[src/rtl/imm_pkg.sv]
package imm_pkg;
  localparam int WORD_W     = 32;
  localparam int BASE_W     = 8;
  localparam int SCALE_W    = 4;
  localparam int CODE_W     = BASE_W + SCALE_W;
  localparam int NUM_SCALES = 1 << SCALE_W;
  localparam int ROT_W      = $clog2(WORD_W);

  function automatic logic [WORD_W-1:0] rot_right(input logic [WORD_W-1:0] v,
                                                  input logic [ROT_W-1:0]  n);
    logic [2*WORD_W-1:0] dbl;
    dbl = {v, v} >> n;
    return dbl[WORD_W-1:0];
  endfunction

  function automatic logic [WORD_W-1:0] rot_left(input logic [WORD_W-1:0] v,
                                                 input logic [ROT_W-1:0]  n);
    logic [2*WORD_W-1:0] dbl;
    dbl = {v, v} << n;
    return dbl[2*WORD_W-1:WORD_W];
  endfunction

  // rotation amount for a scale field: twice the scale
  function automatic logic [ROT_W-1:0] scale_amt(input logic [SCALE_W-1:0] s);
    return ROT_W'({s, 1'b0});
  endfunction
endpackage

[src/rtl/imm_expand.sv]
module imm_expand
  import imm_pkg::*;
(
  input  logic [CODE_W-1:0] code_i,
  output logic [WORD_W-1:0] value_o
);
  logic [WORD_W-1:0] base_ext;

  always_comb begin
    base_ext             = '0;
    base_ext[BASE_W-1:0] = code_i[BASE_W-1:0];
    value_o              = rot_right(base_ext, scale_amt(code_i[CODE_W-1:BASE_W]));
  end

  // a zero scale leaves the byte in place
  always_comb begin
    if (code_i[CODE_W-1:BASE_W] == '0)
      AST_UNSCALED_PASS: assert (value_o[WORD_W-1:BASE_W] == '0 &&
                                 value_o[BASE_W-1:0] == code_i[BASE_W-1:0]);
  end
endmodule

[src/rtl/imm_opnd_sel.sv]
module imm_opnd_sel
  import imm_pkg::*;
#(
  parameter int IMM_SEL_BIT = 25
) (
  input  logic [WORD_W-1:0] instr_i,
  input  logic [WORD_W-1:0] reg_opnd_i,
  output logic [WORD_W-1:0] opnd_o
);
  logic [WORD_W-1:0] imm_val;

  imm_expand i_expand (
    .code_i  (instr_i[CODE_W-1:0]),
    .value_o (imm_val)
  );

  always_comb begin
    opnd_o = instr_i[IMM_SEL_BIT] ? imm_val : reg_opnd_i;
  end

  always_comb begin
    if (!instr_i[IMM_SEL_BIT])
      AST_REG_ROUTED: assert (opnd_o == reg_opnd_i);
  end
endmodule

[src/rtl/imm_search.sv]
module imm_search
  import imm_pkg::*;
(
  input  logic              clk,
  input  logic              rst_n,
  input  logic              req_valid_i,
  output logic              req_ready_o,
  input  logic [WORD_W-1:0] req_const_i,
  output logic              done_o,
  output logic              ok_o,
  output logic [CODE_W-1:0] code_o
);
  logic               busy_q, busy_d;
  logic [SCALE_W-1:0] scale_q, scale_d;
  logic [WORD_W-1:0]  const_q;
  logic               done_q, done_d;
  logic               ok_q, ok_d;
  logic [CODE_W-1:0]  code_q, code_d;
  logic               accept, hit, last, res_en;
  logic [WORD_W-1:0]  rolled;

  assign req_ready_o = ~busy_q;
  assign accept      = req_valid_i & ~busy_q;

  // undo the rotation for the scale under test; a fit in the byte is a match
  always_comb begin
    rolled = rot_left(const_q, scale_amt(scale_q));
    hit    = ~|rolled[WORD_W-1:BASE_W];
    last   = (scale_q == SCALE_W'(NUM_SCALES - 1));
  end

  always_comb begin
    busy_d  = busy_q;
    scale_d = scale_q;
    done_d  = 1'b0;
    ok_d    = ok_q;
    code_d  = code_q;
    res_en  = 1'b0;
    if (accept) begin
      busy_d  = 1'b1;
      scale_d = '0;
    end else if (busy_q) begin
      if (hit) begin
        busy_d = 1'b0;
        done_d = 1'b1;
        res_en = 1'b1;
        ok_d   = 1'b1;
        code_d = {scale_q, rolled[BASE_W-1:0]};
      end else if (last) begin
        busy_d = 1'b0;
        done_d = 1'b1;
        res_en = 1'b1;
        ok_d   = 1'b0;
        code_d = '0;
      end else begin
        scale_d = scale_q + 1'b1;
      end
    end
  end

  always_ff @(posedge clk or negedge rst_n) begin
    if (!rst_n) begin
      busy_q  <= 1'b0;
      scale_q <= '0;
      done_q  <= 1'b0;
    end else begin
      busy_q  <= busy_d;
      scale_q <= scale_d;
      done_q  <= done_d;
    end
  end

  always_ff @(posedge clk or negedge rst_n) begin
    if (!rst_n) begin
      const_q <= '0;
    end else if (accept) begin
      const_q <= req_const_i;
    end
  end

  always_ff @(posedge clk or negedge rst_n) begin
    if (!rst_n) begin
      ok_q   <= 1'b0;
      code_q <= '0;
    end else if (res_en) begin
      ok_q   <= ok_d;
      code_q <= code_d;
    end
  end

  assign done_o = done_q;
  assign ok_o   = ok_q;
  assign code_o = code_q;

  AST_ACCEPT_DROPS_READY: assert property (@(posedge clk) disable iff (!rst_n)
    accept |=> !req_ready_o);
  AST_DONE_SINGLE: assert property (@(posedge clk) disable iff (!rst_n)
    done_q |=> !done_q);
  AST_MISS_REPORTED: assert property (@(posedge clk) disable iff (!rst_n)
    (busy_q && last && !hit) |=> (done_q && !ok_q && code_q == '0));
  AST_CODE_ROUNDTRIP: assert property (@(posedge clk) disable iff (!rst_n)
    (done_q && ok_q) |-> (rot_right(WORD_W'(code_q[BASE_W-1:0]),
                          scale_amt(code_q[CODE_W-1:BASE_W])) == const_q));
endmodule

[src/rtl/imm_unit.sv]
module imm_unit
  import imm_pkg::*;
(
  input  logic        clk,
  input  logic        rst_n,
  input  logic [11:0] dec_code,
  output logic [31:0] dec_value,
  input  logic [31:0] instr,
  input  logic [31:0] reg_opnd,
  output logic [31:0] opnd_out,
  input  logic        enc_valid,
  output logic        enc_ready,
  input  logic [31:0] enc_const,
  output logic        enc_done,
  output logic        enc_ok,
  output logic [11:0] enc_code
);
  imm_expand i_dec (
    .code_i  (dec_code),
    .value_o (dec_value)
  );

  imm_opnd_sel #(.IMM_SEL_BIT(25)) i_sel (
    .instr_i    (instr),
    .reg_opnd_i (reg_opnd),
    .opnd_o     (opnd_out)
  );

  imm_search i_search (
    .clk         (clk),
    .rst_n       (rst_n),
    .req_valid_i (enc_valid),
    .req_ready_o (enc_ready),
    .req_const_i (enc_const),
    .done_o      (enc_done),
    .ok_o        (enc_ok),
    .code_o      (enc_code)
  );
endmodule

[config.mk]
export PLATFORM = sky130hd
export DESIGN_NAME = imm_unit
export DESIGN_NICKNAME = d
export VERILOG_FILES = /design/src/rtl/imm_pkg.sv /design/src/rtl/imm_expand.sv /design/src/rtl/imm_opnd_sel.sv /design/src/rtl/imm_search.sv /design/src/rtl/imm_unit.sv
export SDC_FILE = /design/constraint.sdc
export NUM_CORES = 1
export LEC_CHECK = 0
export ABC_AREA = 1
export CORE_MARGIN = 2
export CORE_UTILIZATION = 50
export CTS_CLUSTER_SIZE = 28
export DETAILED_ROUTE_END_ITERATION = 10
export PLACE_DENSITY = 0.94
export SETUP_SLACK_MARGIN = 0.5
export SYNTH_ARGS = -nofsm -noshare
export SYNTH_HDL_FRONTEND = slang
export SYNTH_HIERARCHICAL = 1
export SYNTH_SLANG_ARGS = --single-unit
[constraint.sdc]
create_clock -name clk -period 4.7 [get_ports clk]
set_input_delay 0.94 -clock clk [delete_from_list [all_inputs] [get_ports clk]]
set_output_delay 0.94 -clock clk [all_outputs]
set_load 0.005 [all_outputs]
# Yosys cells after proc, flatten, opt, wreduce, memory -nomap -nowiden
# Cells that the tools add are included.
[totals]
output_inout_bits = 79
regBits = 51
word_cells = 38
[classes]
bitwise = 3
shifts = 3
add_sub_neg = 1
mux = 17
reduce_logical = 5
n_eq_ne = 3
[ops]
columns = ["cell", "count"]
rows = [
  ["$shr 40x5->32", 2],
  ["$shl 64x5->64", 1],
  ["$mux 32", 1],
  ["$mux 12", 2],
  ["$reduce_or 24->1", 1],
  ["$mux 4", 4],
  ["$mux 1", 10],
  ["$add 4x1->4 const B", 1],
  ["$eq 4x4->1 const B", 1],
  ["$ne 2x1->1 const B", 2],
  ["$reduce_and 4->1", 1],
  ["$reduce_bool 2->1", 2],
  ["$reduce_and 3->1", 1],
  ["$not 1->1", 2],
  ["$and 1x1->1", 1],
]

# Logic depth before layout (Yosys ltp)
# Gate-level depths: netlist (run 1).
[depth]
word_depth = 6
ltp_mapped = 18
depth_no_buf = 15

# Modules after synthesis
# Netlist (run 1), hierarchy kept.
[by_module_without_submodules]
columns = ["mod", "cells_each", "n_inst", "area_each_um2", "seq_area_each_um2"]
rows = [
  ["imm_search", 563, 1, 3535.9, 1276.2],
  ["imm_expand", 128, 2, 651.9, 0.0],
  ["imm_opnd_sel", 104, 1, 491.7, 0.0],
]

# Least setup slack after synthesis (run 1)
# Ideal clock, no wire load.
[synth_timing]
kind = "input port to output port"
from = "input instr[8]"
to = "output opnd_out[12]"
slack_ns = 2.114
path_buffers = 1
arrival_ns = 1.646
stages = 8
cell_sequence = "buf_6 or2_4 nand3_2 nand2_2 nand2_2 nor2_1 nand2_1 nand2_1"
[synth_via]
elab_chain_len = 2
[synth_lines]
columns = ["item", "line_no", "source"]
rows = [
  ["from (decl)", "imm_unit.sv:8", "input logic [31:0] instr,"],
  ["$shr 40x5->32", "imm_pkg.sv:12", "dbl = {v, v} >> n;"],
  ["via i_sel.imm_val[12]", "imm_opnd_sel.sv:10", "logic [WORD_W-1:0] imm_val;"],
  ["$mux 32", "imm_opnd_sel.sv:18", "opnd_o = instr_i[IMM_SEL_BIT] ? imm_val : reg_opnd_i;"],
  ["to (decl)", "imm_unit.sv:10", "output logic [31:0] opnd_out,"],
]
# The timed path passes the listed nets, and every way through them passes these cells.

# Final worst setup path (run 1)
[layout_timing]
from = "input instr[9]"
to = "output opnd_out[2]"
# The elaborated chain is that of the path after synthesis.

==> results of run 1 <==
[Yosys cell counts, drive strengths merged]
master    n
and2      2
clkbuf   17
xor2      2
ha        1
o21ai    24
nand4    23
dfrtp    51
or2       2
nand3b    1
nand3   114
nand2   516
a21oi    18
nor2     80
buf      41
inv      31
[area by class of cell]
cell class | instances | area share (%)
Tap cell | 136 | 2.45
Inverter | 31 | 2.03
Timing Repair Buffer | 178 | 25.3
Clock buffer | 5 | 0.990
Sequential cell | 51 | 18.4
Clock inverter | 3 | 0.666
Multi-Input combinational cell | 783 | 50.2
[worst max-delay path, delay by kind of cell]
kind,cells,cell delay (ps)
buf+inv,3,1480
compound gates,1,210
simple gates,4,420
[where the power goes]
group          leakage [nW]  internal (W)  switching, W  total [W]
Clock                0.0548      0.000161      0.000153   0.000314
Combinational          2.79      0.000714       0.00129    0.00200
Sequential            0.652      0.000592      0.000169   0.000761
Total                  3.50       0.00147       0.00161    0.00308
[logic make-up (layout without fill, tap and decap cells)]
group | Yosys count | after routing | share of synthesized area [%]
compound gates | 42 | 42 | 4.29
xor+xnor | 2 | 2 | 0.329
fa+ha+maj | 1 | 1 | 0.235
buf+inv | 89 | 217 | 10.7
flops | 51 | 51 | 23.9
simple gates | 738 | 738 | 60.5
[layer usage]
layer	GRT usage [%]	part of all wire, %	up-vias
li1	-	-	3167
met5	0	0	-
met4	6.31	1.6	0
met3	4.66	7.5	26
met2	46.1	50	245
met1	32.9	41	2722
[flip-flops by register name (all words and copies together) (netlist names)]
signal            count
i_search/const_q     32
i_search/code_o      12
i_search/scale_q      4
i_search/busy_q       1
i_search/done_o       1
i_search/ok_o         1
[final timing paths]
kind / start / endpoint / slack (ps) / cells after the start
setup / recovery: instr[9] / opnd_out[2] / 710 / 8
hold / removal: i_search/code_o[5] / i_search/code_o[5] / 470 / 2
setup reg to reg: i_search/scale_q[1] / i_search/code_o[0] / 1920 / 13
hold reg to reg: i_search/code_o[5] / i_search/code_o[5] / 470 / 2
max in group asynchronous: rst_n / i_search/code_o[1] / 3190 / 1
min in group asynchronous: rst_n / i_search/const_q[19] / 840 / 1
[per-stage QoR]
| stage | std cells | total power, W | hold slack, ps | util [%] | setup WS (ps) |
|---|---|---|---|---|---|
| 2_1_floorplan | 923 | 0.00230 | 464 | - | 2110 |
| 3_3_place_gp | 1179 | 0.00270 | 453 | 66.2 | 763 |
| 3_5_place_dp | 1179 | 0.00275 | 457 | 66.2 | 723 |
| 4_1_cts | 1187 | 0.00307 | 481 | 67.3 | 721 |
| 5_1_grt | 1187 | 0.00341 | 498 | 67.3 | 520 |
| 6_report | 1187 | 0.00308 | 473 | 67.3 | 706 |
==> impl_metrics.json, run 1 <==
{
  "coreArea_um2": 10300,
  "dieArea_um2": 11500,
  "startpoint_type": "input pin",
  "mostFrequentLayoutCells": "473 x nand2_1, 169 x clkdlybuf4s50_1, 95 x nand3_1, 71 x nor2_1, 51 x dfrtp_1",
  "dr.pass1.iters": 5,
  "fin_crit_sh_pct": 85.0,
  "clk_latency_ps": 310,
  "relSlewSlack_pct": 25.5,
  "die_height_um": 107,
  "crit_slowest_cell": "clkdlybuf4s50_1",
  "crit_required_ps": 3760,
  "slew_viol_final": 0,
  "power_density_nw_per_um2": 443,
  "wl_per_cell_um": 12.4,
  "p_leak_nw": 3.50,
  "worst-path-max-fanout": 12,
  "cts_root_buf": "clkbuf_8",
  "grt_max_degree": 52,
  "final_area_um2": 6950,
  "rsz0062_at_grt": "false",
  "drive_gt1_share_pct": 9.99,
  "cts_tree": "built",
  "start_util_pct": 51.6,
  "seq_area_um2": 1280,
  "synth_top_area_share_pct": 33.3,
  "die_w_um": 107,
  "clk_pin_slew_worst_paths_ps": 90,
  "numCtsBuffers": 5,
  "crit_path_end_kind": "output port",
  "yosys-top-cells-area": "nand2_1 33%, dfrtp_1 24%, nand3_1 8.9%",
  "post_dp_cell_area_um2": 6830,
  "vias_per_cell": 5.19,
  "hold_path_class": "flop to flop",
  "maxCapViolCount": 0,
  "max_clock_freq_mhz": 250,
  "status": "finished clean",
  "grt_pass1_vias": 5552,
  "slowest_delay_ps": 760,
  "final_nets": 1162,
  "antenna_found_initial": 0,
  "route.detailed.drc": 0,
  "synth_cells": 923,
  "yosys.area.top_type": "nand2_1",
  "ys_seq_area_share_pct": 23.9,
  "portBuffers": 170,
  "crit_type": "input pin to output port",
  "yosys_register_bits": 51,
  "n_antenna_cell": 0,
  "layout_commonest_cell": "nand2_1",
  "core.rowCount": 37,
  "cts_sinks": 51,
  "cts_hold_buf": 0,
  "path_cells": "clkdlybuf4s50_1 -> inv_2 -> nor2_1 -> nand2_1 -> o21ai_1 -> nand2_1 -> nand2_1 -> clkdlybuf4s50_1",
  "grt_pass1_wl_um": 25200,
  "vdd_drop_max_uv": 268,
  "cts_htree_levels": 2,
  "multiInputGateArea_um2": 3490,
  "synth_area_per_cell_um2": 5.78,
  "cts_setup_buffers": 0,
  "drtIter0Drc": 397,
  "place_congestion": 0.932,
  "critical_path_arrival_ps": 3050,
  "cts_resized": 0,
  "max_slew.worst_pin.slew_ps": 1120,
  "vias": 6160,
  "hold_viol_final": 0,
  "hpwl_um": 11300,
  "overflow": 0,
  "skew_ps": 7.09,
  "fill_cells": 914,
  "area_delta_synth_final_pct": 30.3,
  "cts_buffer_depth": 2,
  "yosysUniqueCellTypes": 32,
  "cp_common_cell": "nand2_1",
  "fin_tns_setup_ps": 0,
  "period_needed_ps": 3990,
  "synth.net_count": 1035,
  "synthesis.area_um2": 5330,
  "grt_use_total_pct": 26.1,
  "setup_viol": 0,
  "io_pins": 190,
  "wirelength_um": 14800,
  "postRouteAntennaNets": 0,
  "synth_warnings": 6
}
Note: power is estimated with default switching activity, not from simulation.
==> run 2: changes to the inputs <==
--- a/config.mk
+++ b/config.mk
@@ -7,10 +7,10 @@
 export LEC_CHECK = 0
 export ABC_AREA = 1
 export CORE_MARGIN = 2
-export CORE_UTILIZATION = 50
+export CORE_UTILIZATION = 42
 export CTS_CLUSTER_SIZE = 28
 export DETAILED_ROUTE_END_ITERATION = 10
-export PLACE_DENSITY = 0.94
+export PLACE_DENSITY = 0.85
 export SETUP_SLACK_MARGIN = 0.5
 export SYNTH_ARGS = -nofsm -noshare
 export SYNTH_HDL_FRONTEND = slang
==> constraint.sdc (replaced) <==
create_clock -name clk -period 3.4 [get_ports clk]
set_input_delay 0.68 -clock clk [delete_from_list [all_inputs] [get_ports clk]]
set_output_delay 0.68 -clock clk [all_outputs]
set_load 0.005 [all_outputs]
==> impl_metrics.json, run 2 (synthesis gave the netlist of run 1 again) <==
{
  "crit_slowest_cell": "clkdlybuf4s50_1",
  "cts_sinks": 51,
  "multiInputGateArea_um2": 3660,
  "hpwl_um": 12000,
  "wl_per_cell_um": 13.2,
  "path_buf_inv": 2,
  "fin_tns_setup_ps": 0,
  "vdd_drop_max_uv": 320,
  "largest_reg_flops": 32,
  "hold_path_class": "flop to flop",
  "die_w_um": 117,
  "hold_viol_final": 0,
  "setup_viol": 0,
  "power_density_nw_per_um2": 580,
  "crit_path_end_kind": "output port",
  "final_core_utilization_pct": 60.3,
  "finalPower_w": 0.00438,
  "clk_latency_ps": 290,
  "whs_path_depth": 2,
  "grt_max_degree": 52,
  "slowest_delay_ps": 520,
  "crit_cells": 6,
  "area_delta_synth_final_pct": 41.5,
  "max_clock_freq_mhz": 340,
  "dr.pass1.iters": 5,
  "r2r_cells": 13,
  "holdWs_ps": 470,
  "path_cells": "clkdlybuf4s50_1 -> nand2_2 -> nor2_1 -> nand2_1 -> a21oi_2 -> clkdlybuf4s50_1",
  "postRouteAntennaNets": 0,
  "max_slew.worst_pin.slew_ps": 1090,
  "drtIter0Drc": 569,
  "grt_pass1_vias": 5736,
  "final_nets": 1189,
  "worst-path-max-fanout": 2,
  "portBuffers": 170,
  "startpoint_type": "input pin",
  "layout_commonest_cell": "nand2_1",
  "skew_ps": 6.31,
  "cts_root_buf": "clkbuf_16",
  "seq_area_um2": 1280,
  "coreArea_um2": 12500,
  "dieArea_um2": 13600,
  "drive_gt1_share_pct": 16.5,
  "n_antenna_cell": 0,
  "place_congestion": 0.985,
  "crit_type": "input pin to output port",
  "start_util_pct": 42.6,
  "cts_tree": "built",
  "overflow": 0,
  "relSlewSlack_pct": 27.6,
  "numCtsBuffers": 5,
  "wirelength_um": 16400,
  "cp_common_cell": "clkdlybuf4s50_1",
  "final_area_um2": 7540,
  "status": "finished clean",
  "route.detailed.drc": 0,
  "rsz0062_at_grt": "true",
  "critPathTopFamily": "buffers and inverters",
  "p_leak_nw": 4.20,
  "clk_pin_slew_worst_paths_ps": 60,
  "fill_cells": 1206,
  "antenna_found_initial": 0,
  "critical_path_arrival_ps": 2260,
  "die_height_um": 117,
  "cts_htree_levels": 2,
  "maxCapViolCount": 0,
  "vias": 6433,
  "grt_pass1_wl_um": 25800,
  "cts_buffer_depth": 2,
  "period_needed_ps": 2940,
  "post_dp_cell_area_um2": 6970,
  "mostFrequentLayoutCells": "457 x nand2_1, 115 x clkdlybuf4s50_1, 88 x nand3_1, 63 x nor2_1, 57 x nand2_2",
  "vias_per_cell": 5.15,
  "fin_crit_sh_pct": 86.6,
  "grt_use_total_pct": 23.0,
  "io_pins": 190,
  "core.rowCount": 41,
  "regMostFlops": "i_search/const_q",
  "crit_required_ps": 2720,
  "slew_viol_final": 0
}
==> run 2: cell count changes in the layout (fill, tap and decap cells not counted), moves of 8 or more <==
cell	change
dlygate4sd2_1	+19
nand2_1	-16
buf_4	+17
dlymetal6s2s_1	+33
nand2_2	+14
nor2_1	-8
clkdlybuf4s50_1	-54
==> run 2: worst paths after layout <==
| kind | startpoint | to | slack, ps |
|---|---|---|---|
| worst max-delay path | dec_code[6] | dec_value[30] | 460 |
| worst min-delay path | i_search/ok_o | i_search/ok_o | 470 |
| worst max register to register | i_search/scale_q[1] | i_search/code_o[1] | 790 |
| worst min register to register | i_search/ok_o | i_search/ok_o | 470 |
| max in group asynchronous | rst_n | i_search/code_o[6] | 2140 |
| min in group asynchronous | rst_n | i_search/const_q[10] | 590 |
==> run 2: tightest hold or removal path: stages (launching register included) <==
cell and delay (ps):
dfrtp_1 340, nand2_1 50, nand2_1 40
==> run 2: routing by layer <==
metal	GRT usage, %	part of all wire [%]	up-vias
met3	4.62	7.0	38
li1	-	-	3223
met1	30.0	42	2940
met4	7.61	2.8	0
met2	38.2	48	232
met5	0	0	-
==> run 2: repair_timing <==
action / 4_1_cts / 5_1_grt
resized for setup: 52 / 68
endpoints found under the setup margin: 64 / 47
cloned: 3 / 0
endpoints found under the hold margin: 0 / 0
pin swaps: 10 / 14
hold buffers: 0 / 0
buffers inserted: 7 / 7
==> run 2: layout make-up <==
type / instances / area share, %
clock inverter: 1 / 0.0663
tap: 172 / 2.85
multi-input combinational: 783 / 48.5
timing repair buffer: 204 / 27.7
sequential: 51 / 16.9
inverter: 31 / 1.97
timing repair inverter: 1 / 0.0995
clock buffer: 6 / 1.84
==> run 2: report_power, final <==
part	leakage, nW	total (W)	switching [W]	internal [W]
clock	0.0727	0.000495	0.000208	0.000287
combinational	3.47	0.00283	0.00182	0.00101
sequential	0.652	0.00105	0.000229	0.000821
total	4.20	0.00438	0.00226	0.00212
==> run 2: stage by stage <==
| stage | setup slack, ps | std cells |
|---|---|---|
| 6_report | 456 | 1249 |
| 5_1_grt | 373 | 1249 |
| 3_5_place_dp | 162 | 1225 |
| 4_1_cts | 480 | 1242 |
| 2_1_floorplan | 1330 | 923 |
| 3_3_place_gp | 204 | 1225 |
==> run 3: changes to the inputs <==
--- a/config.mk
+++ b/config.mk
@@ -8,6 +8,7 @@
 export ABC_AREA = 1
 export CORE_MARGIN = 2
 export CORE_UTILIZATION = 42
+export CTS_CLUSTER_DIAMETER = 100
 export CTS_CLUSTER_SIZE = 28
 export DETAILED_ROUTE_END_ITERATION = 10
 export PLACE_DENSITY = 0.85
==> results of run 3 <==
Final layout, timing and power as in run 2 (identical DEF).
